### src/rtl/i2cs_pkg.sv
package i2cs_pkg;

   typedef enum logic [3:0] {
      ST_IDLE, ST_ADDR, ST_AACK, ST_RX, ST_RACK, ST_TX, ST_TACK,
      ST_HOLD, ST_NOADDR, ST_BERR, ST_RSTART
   } i2cs_state_e;

   typedef enum logic [1:0] { CTX_OWN_W, CTX_GC, CTX_OWN_R } i2cs_ctx_e;
   typedef enum logic [1:0] { NX_RX, NX_TX, NX_UNADDR } i2cs_next_e;

   localparam logic [7:0] SC_OWN_W     = 8'h60;
   localparam logic [7:0] SC_OWN_W_AL  = 8'h68;
   localparam logic [7:0] SC_GC        = 8'h70;
   localparam logic [7:0] SC_GC_AL     = 8'h78;
   localparam logic [7:0] SC_RX_ACK    = 8'h80;
   localparam logic [7:0] SC_RX_NACK   = 8'h88;
   localparam logic [7:0] SC_GRX_ACK   = 8'h90;
   localparam logic [7:0] SC_GRX_NACK  = 8'h98;
   localparam logic [7:0] SC_COND      = 8'hA0;
   localparam logic [7:0] SC_OWN_R     = 8'hA8;
   localparam logic [7:0] SC_OWN_R_AL  = 8'hB0;
   localparam logic [7:0] SC_TX_ACK    = 8'hB8;
   localparam logic [7:0] SC_TX_NACK   = 8'hC0;
   localparam logic [7:0] SC_TX_LAST   = 8'hC8;
   localparam logic [7:0] SC_IDLE      = 8'hF8;
   localparam logic [7:0] SC_BUSERR    = 8'h00;

endpackage

### src/rtl/i2cs_sync.sv
module i2cs_sync #(
   parameter int STAGES = 2
) (
   input  logic clk,
   input  logic rst_n,
   input  logic d_i,
   output logic q_o
);
   generate
      if (STAGES < 2) begin : g_bad_stages
         $error("i2cs_sync: STAGES must be at least 2");
      end
   endgenerate

   logic [STAGES-1:0] chain;

   always_ff @(posedge clk or negedge rst_n) begin
      if (!rst_n) chain <= '1;
      else        chain <= {chain[STAGES-2:0], d_i};
   end

   assign q_o = chain[STAGES-1];
endmodule

### src/rtl/i2cs_cond.sv
module i2cs_cond (
   input  logic clk,
   input  logic rst_n,
   input  logic scl_s,
   input  logic sda_s,
   output logic scl_rise,
   output logic scl_fall,
   output logic start_det,
   output logic stop_det
);
   logic scl_q, sda_q;

   always_ff @(posedge clk or negedge rst_n) begin
      if (!rst_n) begin
         scl_q <= 1'b1;
         sda_q <= 1'b1;
      end else begin
         scl_q <= scl_s;
         sda_q <= sda_s;
      end
   end

   assign scl_rise  =  scl_s & ~scl_q;
   assign scl_fall  = ~scl_s &  scl_q;
   assign start_det =  scl_s &  scl_q &  sda_q & ~sda_s;
   assign stop_det  =  scl_s &  scl_q & ~sda_q &  sda_s;
endmodule

### src/rtl/i2c_status_target.sv
module i2c_status_target
   import i2cs_pkg::*;
#(
   parameter int SYNC_STAGES = 2,
   parameter int START_HOLD  = 16
) (
   input  logic       clk,
   input  logic       rst_n,
   input  logic       scl_i,
   input  logic       sda_i,
   output logic       scl_oe,
   output logic       sda_oe,
   input  logic [6:0] own_addr,
   input  logic       ack_en,
   input  logic       arb_lost,
   input  logic       sw_clr,
   input  logic       sw_stop,
   input  logic       sw_start,
   input  logic [7:0] tx_data,
   output logic       irq_flag,
   output logic [7:0] status_o,
   output logic [7:0] rx_data
);
   localparam int HOLD_W = $clog2(START_HOLD + 1);

   generate
      if (START_HOLD < 4) begin : g_bad_hold
         $error("i2c_status_target: START_HOLD must be at least 4");
      end
   endgenerate

   logic scl_s, sda_s, scl_rise, scl_fall, start_det, stop_det, bus_cond;

   i2cs_sync #(.STAGES(SYNC_STAGES)) u_scl_sync (
      .clk(clk), .rst_n(rst_n), .d_i(scl_i), .q_o(scl_s));
   i2cs_sync #(.STAGES(SYNC_STAGES)) u_sda_sync (
      .clk(clk), .rst_n(rst_n), .d_i(sda_i), .q_o(sda_s));

   i2cs_cond u_cond (
      .clk(clk), .rst_n(rst_n), .scl_s(scl_s), .sda_s(sda_s),
      .scl_rise(scl_rise), .scl_fall(scl_fall),
      .start_det(start_det), .stop_det(stop_det));

   assign bus_cond = start_det | stop_det;

   i2cs_state_e       state;
   i2cs_ctx_e         ctx;
   i2cs_next_e        nxt;
   logic [7:0]        sh;
   logic [3:0]        cnt;
   logic              first_slot, arb_q, acked, last_q, mack;
   logic [HOLD_W-1:0] hold_cnt;
   logic              hit_own, hit_gc;
   logic [7:0]        addr_code, rx_code, tx_code;

   assign hit_own = ack_en && (sh[7:1] == own_addr);
   assign hit_gc  = ack_en && (sh == 8'h00);

   always_comb begin
      unique case (ctx)
         CTX_GC:    addr_code = arb_q ? SC_GC_AL    : SC_GC;
         CTX_OWN_R: addr_code = arb_q ? SC_OWN_R_AL : SC_OWN_R;
         default:   addr_code = arb_q ? SC_OWN_W_AL : SC_OWN_W;
      endcase
      if (ctx == CTX_GC) rx_code = acked ? SC_GRX_ACK : SC_GRX_NACK;
      else               rx_code = acked ? SC_RX_ACK  : SC_RX_NACK;
      tx_code = !mack ? SC_TX_NACK : (last_q ? SC_TX_LAST : SC_TX_ACK);
   end

   always_ff @(posedge clk or negedge rst_n) begin
      if (!rst_n) begin
         state <= ST_IDLE;   ctx <= CTX_OWN_W;   nxt <= NX_UNADDR;
         sh <= '0;   cnt <= '0;   first_slot <= 1'b0;
         arb_q <= 1'b0;   acked <= 1'b0;   last_q <= 1'b0;   mack <= 1'b0;
         scl_oe <= 1'b0;   sda_oe <= 1'b0;   irq_flag <= 1'b0;
         status_o <= SC_IDLE;   rx_data <= '0;   hold_cnt <= '0;
      end else begin
         if (sw_clr && irq_flag && state != ST_HOLD && state != ST_BERR) begin
            irq_flag <= 1'b0;
            status_o <= SC_IDLE;
         end
         case (state)
            ST_IDLE, ST_NOADDR: begin
               if (start_det) begin
                  state <= ST_ADDR;
                  cnt   <= '0;
               end else if (stop_det) state <= ST_IDLE;
            end
            ST_ADDR: begin
               if (start_det) cnt <= '0;
               else if (stop_det) state <= ST_IDLE;
               else if (scl_rise) begin
                  sh  <= {sh[6:0], sda_s};
                  cnt <= cnt + 4'd1;
               end else if (scl_fall && cnt == 4'd8) begin
                  if (hit_own || hit_gc) begin
                     sda_oe <= 1'b1;
                     arb_q  <= arb_lost;
                     ctx    <= hit_gc ? CTX_GC : (sh[0] ? CTX_OWN_R : CTX_OWN_W);
                     state  <= ST_AACK;
                  end else state <= ST_NOADDR;
               end
            end
            ST_RX, ST_TX: begin
               if (bus_cond) begin
                  sda_oe   <= 1'b0;
                  irq_flag <= 1'b1;
                  cnt      <= '0;
                  if (first_slot) begin
                     status_o <= SC_COND;
                     state    <= start_det ? ST_ADDR : ST_IDLE;
                  end else begin
                     status_o <= SC_BUSERR;
                     scl_oe   <= 1'b0;
                     state    <= ST_BERR;
                  end
               end else if (scl_rise) begin
                  cnt <= cnt + 4'd1;
                  if (state == ST_RX) sh <= {sh[6:0], sda_s};
               end else if (scl_fall) begin
                  first_slot <= 1'b0;
                  if (state == ST_RX) begin
                     if (cnt == 4'd8) begin
                        rx_data <= sh;
                        sda_oe  <= ack_en;
                        acked   <= ack_en;
                        state   <= ST_RACK;
                     end
                  end else if (cnt == 4'd8) begin
                     sda_oe <= 1'b0;
                     state  <= ST_TACK;
                  end else begin
                     sda_oe <= ~sh[6];
                     sh     <= {sh[6:0], 1'b1};
                  end
               end
            end
            ST_AACK, ST_RACK, ST_TACK: begin
               if (bus_cond) begin
                  sda_oe   <= 1'b0;
                  scl_oe   <= 1'b0;
                  irq_flag <= 1'b1;
                  status_o <= SC_BUSERR;
                  state    <= ST_BERR;
               end else if (scl_rise && state == ST_TACK) begin
                  mack <= ~sda_s;
               end else if (scl_fall) begin
                  sda_oe   <= 1'b0;
                  scl_oe   <= 1'b1;
                  irq_flag <= 1'b1;
                  state    <= ST_HOLD;
                  if (state == ST_AACK) begin
                     status_o <= addr_code;
                     nxt      <= (ctx == CTX_OWN_R) ? NX_TX : NX_RX;
                  end else if (state == ST_RACK) begin
                     status_o <= rx_code;
                     nxt      <= acked ? NX_RX : NX_UNADDR;
                  end else begin
                     status_o <= tx_code;
                     nxt      <= (mack && !last_q) ? NX_TX : NX_UNADDR;
                  end
               end
            end
            ST_HOLD: begin
               if (sw_clr) begin
                  irq_flag   <= 1'b0;
                  status_o   <= SC_IDLE;
                  scl_oe     <= 1'b0;
                  cnt        <= '0;
                  first_slot <= 1'b1;
                  case (nxt)
                     NX_RX: state <= ST_RX;
                     NX_TX: begin
                        sh     <= tx_data;
                        sda_oe <= ~tx_data[7];
                        last_q <= ~ack_en;
                        state  <= ST_TX;
                     end
                     default: state <= ST_NOADDR;
                  endcase
               end
            end
            ST_BERR: begin
               if (sw_clr && sw_stop) begin
                  irq_flag <= 1'b0;
                  status_o <= SC_IDLE;
                  if (sw_start) begin
                     sda_oe   <= 1'b1;
                     hold_cnt <= '0;
                     state    <= ST_RSTART;
                  end else state <= ST_IDLE;
               end
            end
            ST_RSTART: begin
               if (hold_cnt == HOLD_W'(START_HOLD - 1)) begin
                  sda_oe <= 1'b0;
                  state  <= ST_IDLE;
               end else hold_cnt <= hold_cnt + 1'b1;
            end
            default: state <= ST_IDLE;
         endcase
      end
   end


   scl_hold_chk: assert property (@(posedge clk) disable iff (!rst_n)
      ($rose(irq_flag) && status_o != SC_COND && status_o != SC_BUSERR) |-> scl_oe);


   cond_nohold_chk: assert property (@(posedge clk) disable iff (!rst_n)
      ($rose(irq_flag) && status_o == SC_COND) |-> !scl_oe);


   berr_release_chk: assert property (@(posedge clk) disable iff (!rst_n)
      (irq_flag && status_o == SC_BUSERR) |-> (!scl_oe && !sda_oe));


   berr_sticky_chk: assert property (@(posedge clk) disable iff (!rst_n)
      ($past(irq_flag) && $past(status_o) == SC_BUSERR && !$past(sw_clr && sw_stop))
         |-> (irq_flag && status_o == SC_BUSERR));


   idle_code_chk: assert property (@(posedge clk) disable iff (!rst_n)
      !irq_flag |-> status_o == SC_IDLE);

endmodule

### config.mk
export PLATFORM = sky130hd
export DESIGN_NAME = i2c_status_target
export DESIGN_NICKNAME = d
export VERILOG_FILES = /design/src/rtl/i2cs_pkg.sv /design/src/rtl/i2cs_sync.sv /design/src/rtl/i2cs_cond.sv /design/src/rtl/i2c_status_target.sv
export SDC_FILE = /design/constraint.sdc
export NUM_CORES = 1
export LEC_CHECK = 0
export CORE_ASPECT_RATIO = 1.4
export CORE_MARGIN = 2
export CORE_UTILIZATION = 60
export CTS_BUF_LIST = sky130_fd_sc_hd__clkbuf_4
export DETAILED_ROUTE_END_ITERATION = 10
export DONT_BUFFER_PORTS = 1
export HOLD_SLACK_MARGIN = 0.06
export PLACE_DENSITY = 0.79
export SYNTH_ARGS = -nofsm -noshare
export SYNTH_HDL_FRONTEND = slang
export SYNTH_SLANG_ARGS = --single-unit
### constraint.sdc
create_clock -name clk -period 2.3 [get_ports clk]
set_input_delay 0.23 -clock clk [delete_from_list [all_inputs] [get_ports clk]]
set_output_delay 0.23 -clock clk [all_outputs]
set_load 0.01 [all_outputs]
# ---- Word-level counts from Yosys, hierarchy flattened
# Index checks and enable logic that the tools add are counted.
# Widths: inputs -> output; s select.
dict set report classes {
  n_addsub 2
  n_mul 0
  div_mod_pow 0
  n_lt_le_gt_ge 0
  n_eq_ne 50
  n_shift 0
  n_mux 113
  bitwise_logic 20
  n_reduce_logical 35
}
# op count
set ops {}
lappend ops {{$mux 8} 21}
lappend ops {{$mux 4} 31}
lappend ops {{$ne 3x3->1 const B} 13}
lappend ops {{$mux 1} 37}
lappend ops {{$ne 2x2->1 const B} 18}
lappend ops {{$pmux 8 s4} 1}
lappend ops {{$pmux 4 s7} 1}
lappend ops {{$mux 5} 5}
lappend ops {{$pmux 8 s3} 1}
lappend ops {{$reduce_and 6->1} 3}
lappend ops {{$eq 4x3->1 const B} 4}
lappend ops {{$eq 4x4->1 const B} 4}
lappend ops {{$pmux 4 s4} 1}
lappend ops {{$pmux 8 s2} 1}
lappend ops {{$reduce_and 16->1} 1}
lappend ops {{$mux 7} 2}
lappend ops {{$mux 2} 6}
lappend ops {{$not 1->1} 12}
lappend ops {{$reduce_and 12->1} 1}
lappend ops {{$reduce_and 4->1} 3}
lappend ops {{$reduce_and 11->1} 1}
lappend ops {{$pmux 5 s2} 1}
lappend ops {{$logic_and 1x1->1} 9}
lappend ops {{$eq 4x2->1 const B} 2}
lappend ops {{29 further kinds} 41}
dict set report word_totals {
  regBits 55
  latchBits 0
  ramBits 0
  mem_bits_ro 0
  input_bits 24
  mem_count 0
}

# ---- Depth between registers and ports, before layout
dict set report depth {
  word_depth 9
  depth_mapped 8
  depth_no_buf 8
}

# ---- Cells and area by module
# A second synthesis with hierarchy kept.
dict set report hier_totals {
  cells_unflattened 360
  area_unflattened_um2 3424.5
}
# module n_inst cells_per_inst area_each_um2 seq_area_each_um2
set modules_own_cells {}
lappend modules_own_cells {i2c_status_target 1 350 3234.4 1233.7}
lappend modules_own_cells {i2cs_sync 2 2 52.6 52.6}
lappend modules_own_cells {i2cs_cond 1 6 85.1 52.6}

# ---- Least setup slack after synthesis
# OpenSTA, ideal clock, no wires.
dict set report synth_path {
  path_type {register -> register}
  start {reg u_scl_sync.chain[1]}
  end {reg state[0]}
  setup_ns 0.128
  arrival_ns 2.091
  required_ns 2.172
  slack_ns 0.082
  stages_incl_launch_ff 8
  path_buffers 0
  cell_sequence {dfstp_2 -> ha_1 -> nand2b_1 -> a311o_1 -> a221o_1 -> o2111ai_1 -> nand2b_2 -> mux2_1}
}
dict set report synth_between {
  elab_chain_cells 7
  word_cells_on_any_way 29
  classes_between {9 x eq/ne; 8 x mux; 9 x bitwise; 3 x reduce/logical}
}
# item line
set synth_rtl {}
lappend synth_rtl {{from (decl)} i2cs_sync.sv:15} ;# logic [STAGES-1:0] chain;
lappend synth_rtl {{from (signal assigned)} i2cs_sync.sv:19} ;# else chain <= {chain[STAGES-2:0], d_i};
lappend synth_rtl {{$and 1x1->1} {i2cs_cond.sv:25, i2cs_cond.sv:26}}
lappend synth_rtl {{$and 1x1->1 (2 in a row)} i2cs_cond.sv:25} ;# assign start_det = scl_s & scl_q & sda_q & ~sda_s;
lappend synth_rtl {{$mux 1} i2c_status_target.sv:111} ;# state <= start_det ? ST_ADDR : ST_IDLE;
lappend synth_rtl {{$mux 4} i2c_status_target.sv:109} ;# if (first_slot) begin
lappend synth_rtl {{$mux 4} i2c_status_target.sv:105} ;# if (bus_cond) begin
lappend synth_rtl {{$pmux 4 s7} i2c_status_target.sv:82} ;# case (state)
lappend synth_rtl {{to (signal assigned)} i2c_status_target.sv:111}
lappend synth_rtl {{to (decl)} i2c_status_target.sv:46} ;# i2cs_state_e state;
# Several ways; a longest one is shown, not always the timed one. The select of a mux whose other input is x is not followed.
# A chain may end at the register's enable or synchronous reset.

# ---- Worst setup path after layout
dict set report layout_path {
  start {reg u_scl_sync.chain[1]}
  end {reg state[1]}
}
dict set report layout_between {
  elab_chain_cells 6
  word_cells_on_any_way 27
  classes_between {9 x eq/ne; 6 x mux; 9 x bitwise; 3 x reduce/logical}
}
# item line
set layout_rtl {}
lappend layout_rtl {{$and 1x1->1} {i2cs_cond.sv:25, i2cs_cond.sv:26}}
lappend layout_rtl {{$and 1x1->1, on equally long branches (2 in a row)} {i2cs_cond.sv:25, i2cs_cond.sv:26}}
lappend layout_rtl {{$or 1x1->1 / $mux 4 (equally long branches)} {i2c_status_target.sv:44, i2c_status_target.sv:91}}
lappend layout_rtl {{$ne 3x3->1 (no source line) (tied with other cells)} --}
lappend layout_rtl {{$reduce_and 12->1 (no source line) / $pmux 4 s7 (equally long branches)} --}
# Several ways; a longest one is shown, not always the timed one. The select of a mux whose other input is x is not followed.

==> results.ini <==
[outcome]
status = complete, no violations

[critical_path]
arrival_ns = 2.54
crit_path_start = u_scl_sync.chain[1]
r2r_start = u_scl_sync.chain[1]
critPathMaxStageDelay_ns = 0.58
crit_required_ns = 2.61
crit_family = flip-flops
worstPathCellList = ha_1 > inv_1 > nor2_2 > buf_4 > nor2_1 > a211oi_1 > o211ai_1 > mux2_1
end_kind = register
worst-path-buf-inv = 2
critPathLaunchType = register
path_max_fanout = 8
path_class = reg2reg
crit_slowest_cell = dfstp_2

[route]
dr.pass1.iters = 6
remaining_drc_errors = 0
via_count = 2881
drt_iter0_drc = 230
drt-total-wl_um = 8770
via_per_inst = 6.21
wl_per_cell_um = 18.9
antenna_left = 0

[timing]
tightest_slew_ns = 0.589
slew_viol_final = 0
period_share = 0.967
rsz0062_at_grt = no
setup_ws_ns = 0.0769
clock-skew-final_ns = 0.0304
final_hold_viol_count = 0
max_freq_mhz = 450
setup_viol = 0
fin_tns_setup_ns = 0
relSlewSlack = 0.603
min_period_ns = 2.22

[yosys]
yosysUniqueCellTypes = 63
syn_nets = 388
synth_edf_count = 0
ys.flop_type = dfrtp_1
synth_seq_cells = 55
synthesis.area_sq_um = 3350
ys_warn_count = 0
syn_area_per_cell_sq_um = 9.45
async_flop_share = 1.00
seq_area_frac_synth = 0.416
syn_inst = 354

[floorplan]
die_x_um = 67.1
pin_count = 43
start_util = 0.614
coreArea_sq_um = 5450
dieArea_sq_um = 6200
rows = 32
die_h_um = 92.4

[cts]
path_clk_slew_ns = 0.18
cts_tree = done
postCtsSetupBuffers = 0
clock_path_buffers = 2
clock_latency_ns = 0.41
cts.sinks = 55
clock-root-buffer = clkbuf_4
h-tree-depth = 2
cts_inserted_buffers = 5

[min_path]
worstHoldStart = tx_data[1]
hold_path_class = in2reg

[cells_and_area]
num_antenna_cells = 0
register_area_sq_um = 1390
drive_gt1_frac = 0.225
syn2layout_area_growth_pct = 15.4
multi_input_area_sq_um = 1840
layout.nets = 429
nFillCells = 441

[global_route]
grt_max_degree = 56
antenna_found_initial = 0
grt_first_pass_wirelength_um = 14400
grt_pass1_vias = 2921
grt_overflow = 0
grt_usage = 0.305

[pwr]
power_leakage_nw = 1.72
ir_worst_vdd_mv = 0.566
p_per_area_nw_per_um2 = 1150

[placement]
port-buffer-count = 0
dp_hpwl_um = 6500
gp_congestion = 1.04
preCtsSetupSlack_ns = 0.0469

[job]
maxCapViolations = 0

registers in the layout (all words and copies together), names as in the netlist, 2 cells and up:
register and flops:
cnt 4, ctx 2, hold_cnt 5, nxt 2, rx_data 8, sh 8
state 4, status_o 8, u_scl_sync.chain 2, u_sda_sync.chain 2
worst register-to-register path: stages (launching register included):
cell and delay, ns:
dfstp_2 0.58, ha_1 0.22, inv_1 0.09, nor2_2 0.22, buf_4 0.21, nor2_1 0.07, a211oi_1 0.24, o211ai_1 0.21
mux2_1 0.33
path summary, 6_finish.rpt:
kind / end / slack, ns / depth (start not counted)
min: sh[1] / 0.07 / 3
min in group asynchronous: hold_cnt[4] / 0.31 / 2
max: state[1] / 0.08 / 8
max in group asynchronous: u_cond.sda_q / 1.67 / 2
min reg2reg: u_scl_sync.chain[1] / 0.37 / 0
max reg2reg: state[1] / 0.08 / 8
layout make-up:
type                            count  area share
Timing Repair Buffer               47       0.105
Inverter                           15      0.0146
Clock buffer                        5     0.00972
Multi-Input combinational cell    271       0.476
Sequential cell                    55       0.360
Tap cell                           68      0.0220
Clock inverter                      3      0.0123
repair_timing:
action                                  4_1_cts  5_1_grt
endpoints found under the setup margin        0        6
hold buffers                                 13        1
resized for setup                             0        2
endpoints found under the hold margin        74        1
cell usage after synthesis, types with 3 or more instances:
cell type	count	area share
nand2_1	45	0.050
dfrtp_1	43	0.32
nor2_1	25	0.028
o21ai_0	23	0.034
a21oi_1	16	0.024
inv_1	15	0.017
dfstp_2	12	0.094
mux2_2	11	0.037
nor3_1	11	0.016
ha_1	10	0.037
nand3_1	9	0.013
xnor2_1	9	0.024
mux2_4	8	0.036
nand2b_1	7	0.013
nand4_1	7	0.013
a211oi_1	5	0.011
buf_2	5	0.0075
clkbuf_1	5	0.0056
nor2b_1	5	0.0093
o22ai_1	5	0.0093
xor2_1	5	0.013
a31oi_1	4	0.0075
and2_1	4	0.0075
mux2i_1	4	0.012
nor3_2	4	0.012
o2111ai_1	4	0.010
o211ai_1	4	0.0090
a21o_1	3	0.0067
mux2_1	3	0.010
nand3b_1	3	0.0067
o31ai_1	3	0.0067
logic make-up (layout without fill, tap and decap cells):
| logic type | count (synthesis) | count (layout) | share of synthesized area |
|---|---|---|---|
| AOI/OAI and AO/OA | 84 | 84 | 0.169 |
| xor gates and xnor gates | 14 | 14 | 0.0366 |
| adders and majority gates | 11 | 11 | 0.0404 |
| buffers and inverters | 28 | 70 | 0.0366 |
| DFF | 55 | 55 | 0.416 |
| muxes | 26 | 26 | 0.0950 |
| and+or+nand+nor | 136 | 136 | 0.206 |
metrics by stage:
stage | std cells | cell area [sq um] | total power, W | util | hold slack (ns)
finish | 464 | 3860 | 0.00445 | 0.709 | 0.0743
detailed placement | 442 | 3610 | 0.00382 | 0.663 | -0.0643
global placement | 442 | 3610 | 0.00376 | 0.663 | -0.0643
global route | 464 | 3860 | 0.00476 | 0.709 | 0.0696
CTS | 463 | 3840 | 0.00442 | 0.706 | 0.0629
floorplan | 354 | 3350 | 0.00310 | - | -0.0656
placed cells by master (no fill, tap or decap), types with 3 or more instances in the layout:
cell type and count:
a211oi_1 5, a21o_1 3, a21oi_1 16, a31oi_1 4
and2_1 4, buf_4 33, clkbuf_4 5, dfrtp_1 43
dfstp_2 12, dlygate4sd3_1 13, ha_1 9, inv_1 15
mux2_1 3, mux2_2 11, mux2_4 8, mux2i_1 4
nand2_1 45, nand2b_1 7, nand3_1 9, nand3b_1 3
nand4_1 7, nor2_1 24, nor2b_1 5, nor3_1 11
nor3_2 4, o2111ai_1 4, o211ai_1 4, o21ai_0 23
o22ai_1 5, o31ai_1 3, xnor2_1 9, xor2_1 5
report_power, final:
group	internal, W	switching [W]	leakage [nW]
clock	0.000235	0.000327	0.0458
combinational	0.00108	0.00120	0.981
sequential	0.00126	0.000354	0.691
routing by layer:
layer | wire length [um] | GRT usage | part of all wire
met4 | 320 | 0.129 | 0.036
met3 | 461 | 0.0510 | 0.053
met5 | 0 | 0 | 0
met2 | 4610 | 0.521 | 0.53
met1 | 3380 | 0.369 | 0.38
Note: power is estimated with default switching activity, not from simulation.
